File: src/rtl/pgm_pkg.sv
package pgm_pkg;

   typedef enum logic [1:0] {
      PGM_RUN     = 2'd0,
      PGM_OUTAGE  = 2'd1,
      PGM_STAYOFF = 2'd2
   } pgm_state_e;

   localparam int unsigned PGM_MAX_SYNC = 8;

endpackage

File: src/rtl/pgm_sync.sv
module pgm_sync #(
   parameter int unsigned WIDTH  = 2,
   parameter int unsigned STAGES = 2,
   parameter logic [WIDTH-1:0] RST_VAL = '0
) (
   input  logic             clk,
   input  logic             rst_n,
   input  logic [WIDTH-1:0] d,
   output logic [WIDTH-1:0] q
);

   if (STAGES < 2) begin : g_bad_stages
      $error("pgm_sync: STAGES must be at least 2");
   end
   if (STAGES > pgm_pkg::PGM_MAX_SYNC) begin : g_too_deep
      $error("pgm_sync: STAGES exceeds PGM_MAX_SYNC");
   end
   if (WIDTH < 1) begin : g_bad_width
      $error("pgm_sync: WIDTH must be at least 1");
   end

   logic [STAGES-1:0][WIDTH-1:0] chain;

   always_ff @(posedge clk or negedge rst_n) begin
      if (!rst_n) begin
         for (int i = 0; i < STAGES; i++) chain[i] <= RST_VAL;
      end else begin
         chain[0] <= d;
         for (int i = 1; i < STAGES; i++) chain[i] <= chain[i-1];
      end
   end

   assign q = chain[STAGES-1];

endmodule

File: src/rtl/pgm_edge.sv
module pgm_edge #(
   parameter int unsigned WIDTH = 1,
   parameter logic [WIDTH-1:0] RST_VAL = '0
) (
   input  logic             clk,
   input  logic             rst_n,
   input  logic [WIDTH-1:0] sig,
   output logic [WIDTH-1:0] rise,
   output logic [WIDTH-1:0] fall
);

   logic [WIDTH-1:0] prev_q;

   always_ff @(posedge clk or negedge rst_n) begin
      if (!rst_n) prev_q <= RST_VAL;
      else        prev_q <= sig;
   end

   assign rise = sig & ~prev_q;
   assign fall = ~sig & prev_q;

   // a falling edge is flagged only for one cycle per transition
   p_fall_one_cycle_r3: assert property (@(posedge clk) disable iff (!rst_n)
      (fall != '0) |=> ((fall & $past(fall)) == '0));

endmodule

File: src/rtl/pgm_flag.sv
module pgm_flag (
   input  logic clk,
   input  logic rst_n,
   input  logic set,
   input  logic clr,
   output logic flag
);

   logic flag_q;

   always_ff @(posedge clk or negedge rst_n) begin
      if (!rst_n)   flag_q <= 1'b0;
      else if (set) flag_q <= 1'b1;
      else if (clr) flag_q <= 1'b0;
   end

   assign flag = flag_q;

   p_flag_set_r3: assert property (@(posedge clk) disable iff (!rst_n)
      set |=> flag);

   p_flag_clear_r4: assert property (@(posedge clk) disable iff (!rst_n)
      (clr && !set) |=> !flag);

   p_flag_set_wins_r4: assert property (@(posedge clk) disable iff (!rst_n)
      (clr && set) |=> flag);

   p_flag_sticky_r3: assert property (@(posedge clk) disable iff (!rst_n)
      (!set && !clr) |=> $stable(flag));

endmodule

File: src/rtl/pgm_policy.sv
module pgm_policy (
   input  logic clk,
   input  logic rst_n,
   input  logic pg_s,
   input  logic pg_rise,
   input  logic pg_fall,
   input  logic rsm_s,
   input  logic policy_stay_off,
   input  logic wake,
   output logic reboot_req,
   output logic stay_off
);

   import pgm_pkg::*;

   pgm_state_e state_q, state_d;
   logic       full_q, full_d;
   logic       reboot_q, reboot_d;
   logic       full_now;

   assign full_now = full_q | ~rsm_s;

   always_comb begin
      state_d  = state_q;
      full_d   = full_q;
      reboot_d = 1'b0;
      unique case (state_q)
         PGM_RUN: begin
            if (pg_fall) begin
               state_d = PGM_OUTAGE;
               full_d  = ~rsm_s;
            end
         end
         PGM_OUTAGE: begin
            if (!rsm_s) full_d = 1'b1;
            if (pg_rise) begin
               full_d = 1'b0;
               if (full_now && policy_stay_off) begin
                  state_d = PGM_STAYOFF;
               end else begin
                  state_d  = PGM_RUN;
                  reboot_d = 1'b1;
               end
            end
         end
         PGM_STAYOFF: begin
            if (pg_fall) begin
               state_d = PGM_OUTAGE;
               full_d  = ~rsm_s;
            end else if (wake && pg_s) begin
               state_d  = PGM_RUN;
               reboot_d = 1'b1;
            end
         end
         default: begin
            state_d = PGM_RUN;
            full_d  = 1'b0;
         end
      endcase
   end

   always_ff @(posedge clk or negedge rst_n) begin
      if (!rst_n) begin
         state_q  <= PGM_RUN;
         full_q   <= 1'b0;
         reboot_q <= 1'b0;
      end else begin
         state_q  <= state_d;
         full_q   <= full_d;
         reboot_q <= reboot_d;
      end
   end

   assign reboot_req = reboot_q;
   assign stay_off   = (state_q == PGM_STAYOFF);

   p_single_pulse_r5: assert property (@(posedge clk) disable iff (!rst_n)
      reboot_req |=> !reboot_req);

   p_partial_reboots_r5: assert property (@(posedge clk) disable iff (!rst_n)
      (state_q == PGM_OUTAGE && pg_rise && !full_q && rsm_s) |=> reboot_req);

   p_policy_zero_reboots_r6: assert property (@(posedge clk) disable iff (!rst_n)
      (state_q == PGM_OUTAGE && pg_rise && !policy_stay_off) |=> reboot_req);

   p_stay_holds_r7: assert property (@(posedge clk) disable iff (!rst_n)
      (stay_off && !wake && !pg_fall) |=> (stay_off && !reboot_req));

   p_wake_idle_r8: assert property (@(posedge clk) disable iff (!rst_n)
      (state_q == PGM_RUN && wake) |=> !reboot_req);

   p_no_reboot_low_r9: assert property (@(posedge clk) disable iff (!rst_n)
      (!pg_s && !$past(pg_s)) |-> !reboot_req);

   p_full_dropped_r10: assert property (@(posedge clk) disable iff (!rst_n)
      (state_q == PGM_OUTAGE && pg_rise) |=> !full_q);

   p_excl_r7: assert property (@(posedge clk) disable iff (!rst_n)
      !(stay_off && reboot_req));

endmodule

File: src/rtl/pgm_power_monitor.sv
module pgm_power_monitor #(
   parameter int unsigned SYNC_STAGES   = 2,
   parameter bit          PG_OUT_SYNCED = 1'b0
) (
   input  logic clk_rtc,
   input  logic rst_n,
   input  logic main_pg_i,
   input  logic rsm_rst_n_i,
   input  logic vreg_pg_i,
   input  logic policy_stay_off_i,
   input  logic wake_i,
   input  logic fail_clr_i,
   output logic cpu_pg_o,
   output logic pg_fail_o,
   output logic reboot_req_o,
   output logic stay_off_o
);

   localparam int unsigned IDX_PG  = 0;
   localparam int unsigned IDX_RSM = 1;
   localparam int unsigned NSAMP   = 2;

   logic [NSAMP-1:0] raw_in, samp;
   logic             pg_s, rsm_s, pg_rise, pg_fall;

   assign raw_in[IDX_PG]  = main_pg_i;
   assign raw_in[IDX_RSM] = rsm_rst_n_i;

   pgm_sync #(.WIDTH(NSAMP), .STAGES(SYNC_STAGES), .RST_VAL('0)) u_sync (
      .clk   (clk_rtc),
      .rst_n (rst_n),
      .d     (raw_in),
      .q     (samp)
   );

   assign pg_s  = samp[IDX_PG];
   assign rsm_s = samp[IDX_RSM];

   pgm_edge #(.WIDTH(1), .RST_VAL(1'b0)) u_pg_edge (
      .clk   (clk_rtc),
      .rst_n (rst_n),
      .sig   (pg_s),
      .rise  (pg_rise),
      .fall  (pg_fall)
   );

   pgm_flag u_flag (
      .clk   (clk_rtc),
      .rst_n (rst_n),
      .set   (pg_fall),
      .clr   (fail_clr_i),
      .flag  (pg_fail_o)
   );

   pgm_policy u_policy (
      .clk             (clk_rtc),
      .rst_n           (rst_n),
      .pg_s            (pg_s),
      .pg_rise         (pg_rise),
      .pg_fall         (pg_fall),
      .rsm_s           (rsm_s),
      .policy_stay_off (policy_stay_off_i),
      .wake            (wake_i),
      .reboot_req      (reboot_req_o),
      .stay_off        (stay_off_o)
   );

   if (PG_OUT_SYNCED) begin : g_cpu_pg_sync
      logic vreg_s;
      pgm_sync #(.WIDTH(1), .STAGES(SYNC_STAGES), .RST_VAL(1'b0)) u_vreg_sync (
         .clk   (clk_rtc),
         .rst_n (rst_n),
         .d     (vreg_pg_i),
         .q     (vreg_s)
      );
      assign cpu_pg_o = vreg_s & pg_s;
   end else begin : g_cpu_pg_raw
      assign cpu_pg_o = vreg_pg_i & main_pg_i;
      // regulator loss forces processor power-good low
      p_vreg_gates_r2: assert property (@(posedge clk_rtc) disable iff (!rst_n)
         !vreg_pg_i |-> !cpu_pg_o);
   end

   // a request is never issued while the sampled supply is low
   p_req_needs_pg_r9: assert property (@(posedge clk_rtc) disable iff (!rst_n)
      reboot_req_o |-> pg_s);

endmodule

File: config.mk
export PLATFORM = sky130hd
export DESIGN_NAME = pgm_power_monitor
export DESIGN_NICKNAME = d
export VERILOG_FILES = /design/src/rtl/pgm_pkg.sv /design/src/rtl/pgm_sync.sv /design/src/rtl/pgm_edge.sv /design/src/rtl/pgm_flag.sv /design/src/rtl/pgm_policy.sv /design/src/rtl/pgm_power_monitor.sv
export SDC_FILE = /design/constraint.sdc
export NUM_CORES = 1
export LEC_CHECK = 0
export BUFFER_PORTS_ARGS = -buffer_cell sky130_fd_sc_hd__buf_2
export CAP_MARGIN = 0
export CORE_AREA = 2 2 39 41
export CTS_CLUSTER_DIAMETER = 150
export DETAILED_ROUTE_END_ITERATION = 8
export DIE_AREA = 0 0 41 43
export SKIP_LAST_GASP = 1
export SLEW_MARGIN = 20
export SYNTH_ARGS = -nofsm -noshare
export SYNTH_HDL_FRONTEND = slang
export SYNTH_HIERARCHICAL = 1
export SYNTH_SLANG_ARGS = --single-unit
File: constraint.sdc
create_clock -name clk_rtc -period 2.9 [get_ports clk_rtc]
set_input_delay 0.58 -clock clk_rtc [delete_from_list [all_inputs] [get_ports clk_rtc]]
set_output_delay 0.58 -clock clk_rtc [all_outputs]
set_load 0.005 [all_outputs]
After elaboration in Yosys (flattened, before gate mapping)
Cells that the tools add are included.
{"block": "word_totals", "register_bits": 10, "in_bits": 8, "output_inout_bits": 4}
{"block": "classes", "n_eq_ne": 7, "mux": 17, "bitwise": 7, "reduce_logical": 7}
{"operator": "2-to-1 mux 2 bit", "count": 5}
{"operator": "2-to-1 mux 1 bit", "count": 9}
{"operator": "one-hot mux 2 bit (3 select lines)", "count": 1}
{"operator": "inequality test 2 bit (second input constant)", "count": 2}
{"operator": "one-hot mux 1 bit (2 select lines)", "count": 2}
{"operator": "bitwise AND 1 bit", "count": 3}
{"operator": "inequality test 3 x 1 -> 1 bit (second input constant)", "count": 1}
{"operator": "inequality test 3 bit (second input constant)", "count": 1}
{"operator": "inverter 1 bit", "count": 3}
{"operator": "AND reduction 3 bit", "count": 1}
{"operator": "== test 2 x 1 -> 1 bit (second input constant)", "count": 1}
{"operator": "== test 2 bit (second input constant)", "count": 1}
{"operator": "logical AND 1 bit", "count": 2}
{"operator": "logical NOT 2 bit", "count": 1}
{"operator": "inequality test 2 x 1 -> 1 bit (second input constant)", "count": 1}
{"operator": "AND reduction 2 bit", "count": 1}
{"operator": "nonzero test 2 bit", "count": 1}
{"operator": "OR reduction 2 bit", "count": 1}
{"operator": "OR 1 bit", "count": 1}

Logic depth before layout (Yosys ltp)
{"block": "logic_depth", "word_depth": 6, "mapped_depth": 5, "ltp_nobuf": 5}

Hierarchy
Netlist, hierarchy kept.
{"mod": "pgm_policy", "instances": 1, "cells_each": 31, "area_per_inst_um2": 307.8, "seq_area_each_um2": 100.1}
{"mod": "pgm_sync", "instances": 1, "cells_each": 6, "area_per_inst_um2": 115.1, "seq_area_each_um2": 100.1}
{"mod": "pgm_edge", "instances": 1, "cells_each": 3, "area_per_inst_um2": 40.0, "seq_area_each_um2": 25.0}
{"mod": "pgm_flag", "instances": 1, "cells_each": 3, "area_per_inst_um2": 36.3, "seq_area_each_um2": 25.0}
{"mod": "pgm_power_monitor", "instances": 1, "cells_each": 1, "area_per_inst_um2": 6.3, "seq_area_each_um2": 0.0}

Least setup slack after synthesis
No wires, ideal clock.
{"block": "synth_timing", "path_type": "register to register", "startpoint": "register u_policy.state_q[0]", "endpoint": "register u_policy.state_q[0]", "t_arrival_ns": 1.437, "slack_ns": 1.336, "stages_incl_launch_ff": 6, "cell_sequence": "dfrtp_1 inv_1 ha_1 nor2b_1 a221oi_2 mux2_1"}
{"block": "synth_via", "elab_chain_cells": 3}
{"item": "start, declared", "line_no": "pgm_policy.sv:16", "source": "pgm_state_e state_q, state_d;"}
{"item": "start signal, assigned", "line_no": "pgm_policy.sv:68", "source": "state_q <= state_d;"}
{"item": "== test 2 bit *"}
{"item": "net stay_off_o", "line_no": "pgm_power_monitor.sv:16", "source": "output logic stay_off_o"}
{"item": "inequality test 3 x 1 -> 1 bit (no source line)"}
{"item": "AND reduction 3 bit (no source line)"}
The timed path passes the listed nets; every way through them passes the cells marked *.
A chain may end at the register's enable or synchronous reset.

Worst setup path in the final report
{"block": "layout_timing", "startpoint": "register u_policy.state_q[0]", "endpoint": "output stay_off_o"}
{"block": "layout_via", "elab_chain_cells": 1}
{"item": "== test 2 bit", "line_no": "pgm_policy.sv:75", "source": "assign stay_off = (state_q == PGM_STAYOFF);"}
{"item": "end, declared", "line_no": "pgm_power_monitor.sv:16"}
Every way passes these cells.

==> impl_metrics.json <==
{
  "slew_headroom": 0.8131,
  "seqPwrFrac": 0.399,
  "synth-seq-cells": 10,
  "drt-met1-wl_um": 352,
  "vias_per_cell": 4.452,
  "path_max_fanout": 5,
  "crit_arrival_ps": 1130,
  "power.internal_uw": 316.3,
  "cts_hold_buf": 0,
  "p_per_area_mw_per_mm2": 750.5,
  "max_clock_freq_mhz": 585.3,
  "crit_path_top_delay_cell": "dfrtp_1",
  "antenna_found_initial": 0,
  "layout_setup_ws_ps": 1192,
  "r2r_start": "u_policy/state_q[0]",
  "diodes": 0,
  "die_area_mm2": 0.001763,
  "clock_latency_ps": 260,
  "cellLeakagePower_nw": 0.3179,
  "synth_enable_flop_cells": 0,
  "switchingPower_uw": 135.3,
  "final_max_slew_viol_count": 0,
  "syn_to_final_growth_pct": 19.06,
  "ys_seq_area_frac": 0.4950,
  "hold_viol_final": 0,
  "fin_crit_sh": 0.5891,
  "drc_errors": 0,
  "die_w_um": 41,
  "routed_wl_um": 768,
  "gr-total-overflow": 0,
  "cts_tree": "built",
  "io_pins": 12,
  "grt_setup_unrepaired": "false",
  "grt_pass1_vias": 324,
  "rr_endpoint": "u_policy/state_q[0]",
  "clockBufferDepth": 2,
  "yosys_warnings": 6,
  "multi_input_area_um2": 221.5,
  "ys_types": 21,
  "syn_nets": 57,
  "wl_met2_um": 371,
  "reg2regPathDepth": 5,
  "post_synth.cell_area_avg_um2": 11.49,
  "nFillCells": 138,
  "status": "finished, final reports clean",
  "critPathLaunchType": "flop",
  "highest_layer": "met4",
  "vias": 325,
  "gp_congestion": 0.6380,
  "swShare": 0.2996,
  "drtAntennaViolNets": 0,
  "path_delay_family": "flip-flops",
  "cp.required_ps": 2320,
  "final.setup_skew_ps": 5.445,
  "drt-wirelength-per-cell_um": 10.52,
  "p_clk_frac": 0.263,
  "pre_cts_ws_ps": 1238,
  "netlist_area_um2": 505.5,
  "final-seq-area_um2": 250.2,
  "maxCapViolCount": 0,
  "synthArstFlopShare": 1.000,
  "dpl.hpwl_um": 632.1,
  "max_stage_delay_ps": 410,
  "final_cell_mix": "buf_2 (11), dfrtp_1 (10), ha_1 (5), inv_1 (4)",
  "worstSetupStartpoint": "u_policy/state_q[0]",
  "setup_viol": 0,
  "numCtsBuffers": 3,
  "start_util": 0.3653,
  "cts_sinks": 10,
  "design_power_total_uw": 451.7,
  "cts-resized-gates": 0,
  "met3_length_um": 33,
  "synth_flop_cell": "dfrtp_1",
  "max_slew.worst_pin.slew_ps": 280.3,
  "cp_num_buf_inv": 2,
  "nets": 71,
  "worstSetupEndpointType": "output port",
  "htreeDepth": 1,
  "tns_ps": 0,
  "syn_inst": 44,
  "grt_pass1_wl_um": 1290,
  "grt_max_degree": 11,
  "cts_setup_buffers": 0,
  "drive_gt1_frac": 0.3158,
  "cts-root-buf": "clkbuf_4",
  "combPwrFrac": 0.338,
  "core_area_mm2": 0.001384,
  "rows": 14,
  "drtIter0Drc": 2,
  "path_class": "reg -> out",
  "cp_cell_sequence": "inv_1, ha_1, buf_2",
  "drt_pre_antenna_iters": 2,
  "path_clk_slew_ps": 60,
  "final_common_cell": "buf_2",
  "io_buffers": 11,
  "hp-class": "in -> async",
  "peakVddDrop_v": 0.0002930,
  "grt_usage": 0.1168,
  "die_h_um": 43,
  "r2r_slack_ps": 1240,
  "fin_crit_ps": 1708
}
-- power by group through the flow --
stage / combinational (mW) / clock, mW / sequential, mW
5_1_grt: 0.174 / 0.134 / 0.183
2_1_floorplan: 0.122 / 0 / 0.179
3_3_place_gp: 0.155 / 0 / 0.182
4_1_cts: 0.155 / 0.125 / 0.181
3_5_place_dp: 0.155 / 0 / 0.183
6_report: 0.152 / 0.119 / 0.180
-- worst max-delay path by stage --
| stage | depth (start not counted) | end | slack (ps) |
|---|---|---|---|
| 2_1_floorplan | 5 | u_policy/state_q[0] | 1340 |
| 3_3_place_gp | 5 | u_policy/state_q[0] | 1290 |
| 3_5_place_dp | 5 | u_policy/state_q[0] | 1240 |
| 4_1_cts | 3 | stay_off_o | 1180 |
| 5_1_grt | 3 | stay_off_o | 1130 |
| 6_report | 3 | stay_off_o | 1190 |
-- cells in the mapped netlist, types with 2 or more instances --
| master | n | share of area |
|---|---|---|
| nand2_1 | 2 | 0.015 |
| a21oi_1 | 2 | 0.020 |
| ha_1 | 5 | 0.12 |
| nor2_1 | 2 | 0.015 |
| buf_4 | 2 | 0.030 |
| mux2i_1 | 2 | 0.040 |
| nor2b_1 | 3 | 0.037 |
| inv_1 | 4 | 0.030 |
| dfrtp_1 | 10 | 0.50 |
-- state kept, by name, summed over array words and instances (netlist names) --
name / cells
u_policy/state_q: 2
u_sync/chain: 2
u_sync/q: 2
u_flag/flag: 1
u_pg_edge/prev_q: 1
u_policy/full_q: 1
u_policy/reboot_req: 1
-- through the flow --
step	cell area, um2	hold slack, ps	std cells	util
6_report	601.8	160.6	73	0.4349
5_1_grt	601.8	159.4	73	0.4349
4_1_cts	601.8	156.1	73	0.4349
3_5_place_dp	565.5	334.7	69	0.4087
3_3_place_gp	565.5	334.1	69	0.4087
2_1_floorplan	505.5	284.4	44	-
-- cells by family after synthesis --
| family | after synthesis | synth area share |
|---|---|---|
| adders and majority gates | 5 | 0.1238 |
| buffers and inverters | 7 | 0.06681 |
| AOI/OAI and AO/OA | 7 | 0.1139 |
| and+or+nand+nor | 12 | 0.1387 |
| muxes | 3 | 0.06188 |
| DFF | 10 | 0.4950 |
-- metal layers --
metal,GRT usage,vias up
met5,0,-
met4,0.1200,0
met3,0.01571,2
met2,0.1563,9
met1,0.1478,144
li1,-,170
-- cell type report --
| class | count | area share |
|---|---|---|
| clock buffers | 4 | 0.06029 |
| inverters | 5 | 0.03119 |
| multi-input cells | 27 | 0.3680 |
| flip-flops and latches | 10 | 0.4158 |
| well taps | 16 | 0.03326 |
| repair buffers | 11 | 0.09148 |
-- worst reg2reg max path, delay by kind of cell, from the launching register on --
family	cells	cell delay [ps]
AND/OR/NAND/NOR	1	160
adder cells (fa/ha/maj)	1	240
AO/OA/AOI/OAI	1	290
buffers and inverters	1	80
flip-flops	1	410
multiplexers	1	360
No activity file was read; power rests on OpenSTA's default activity.
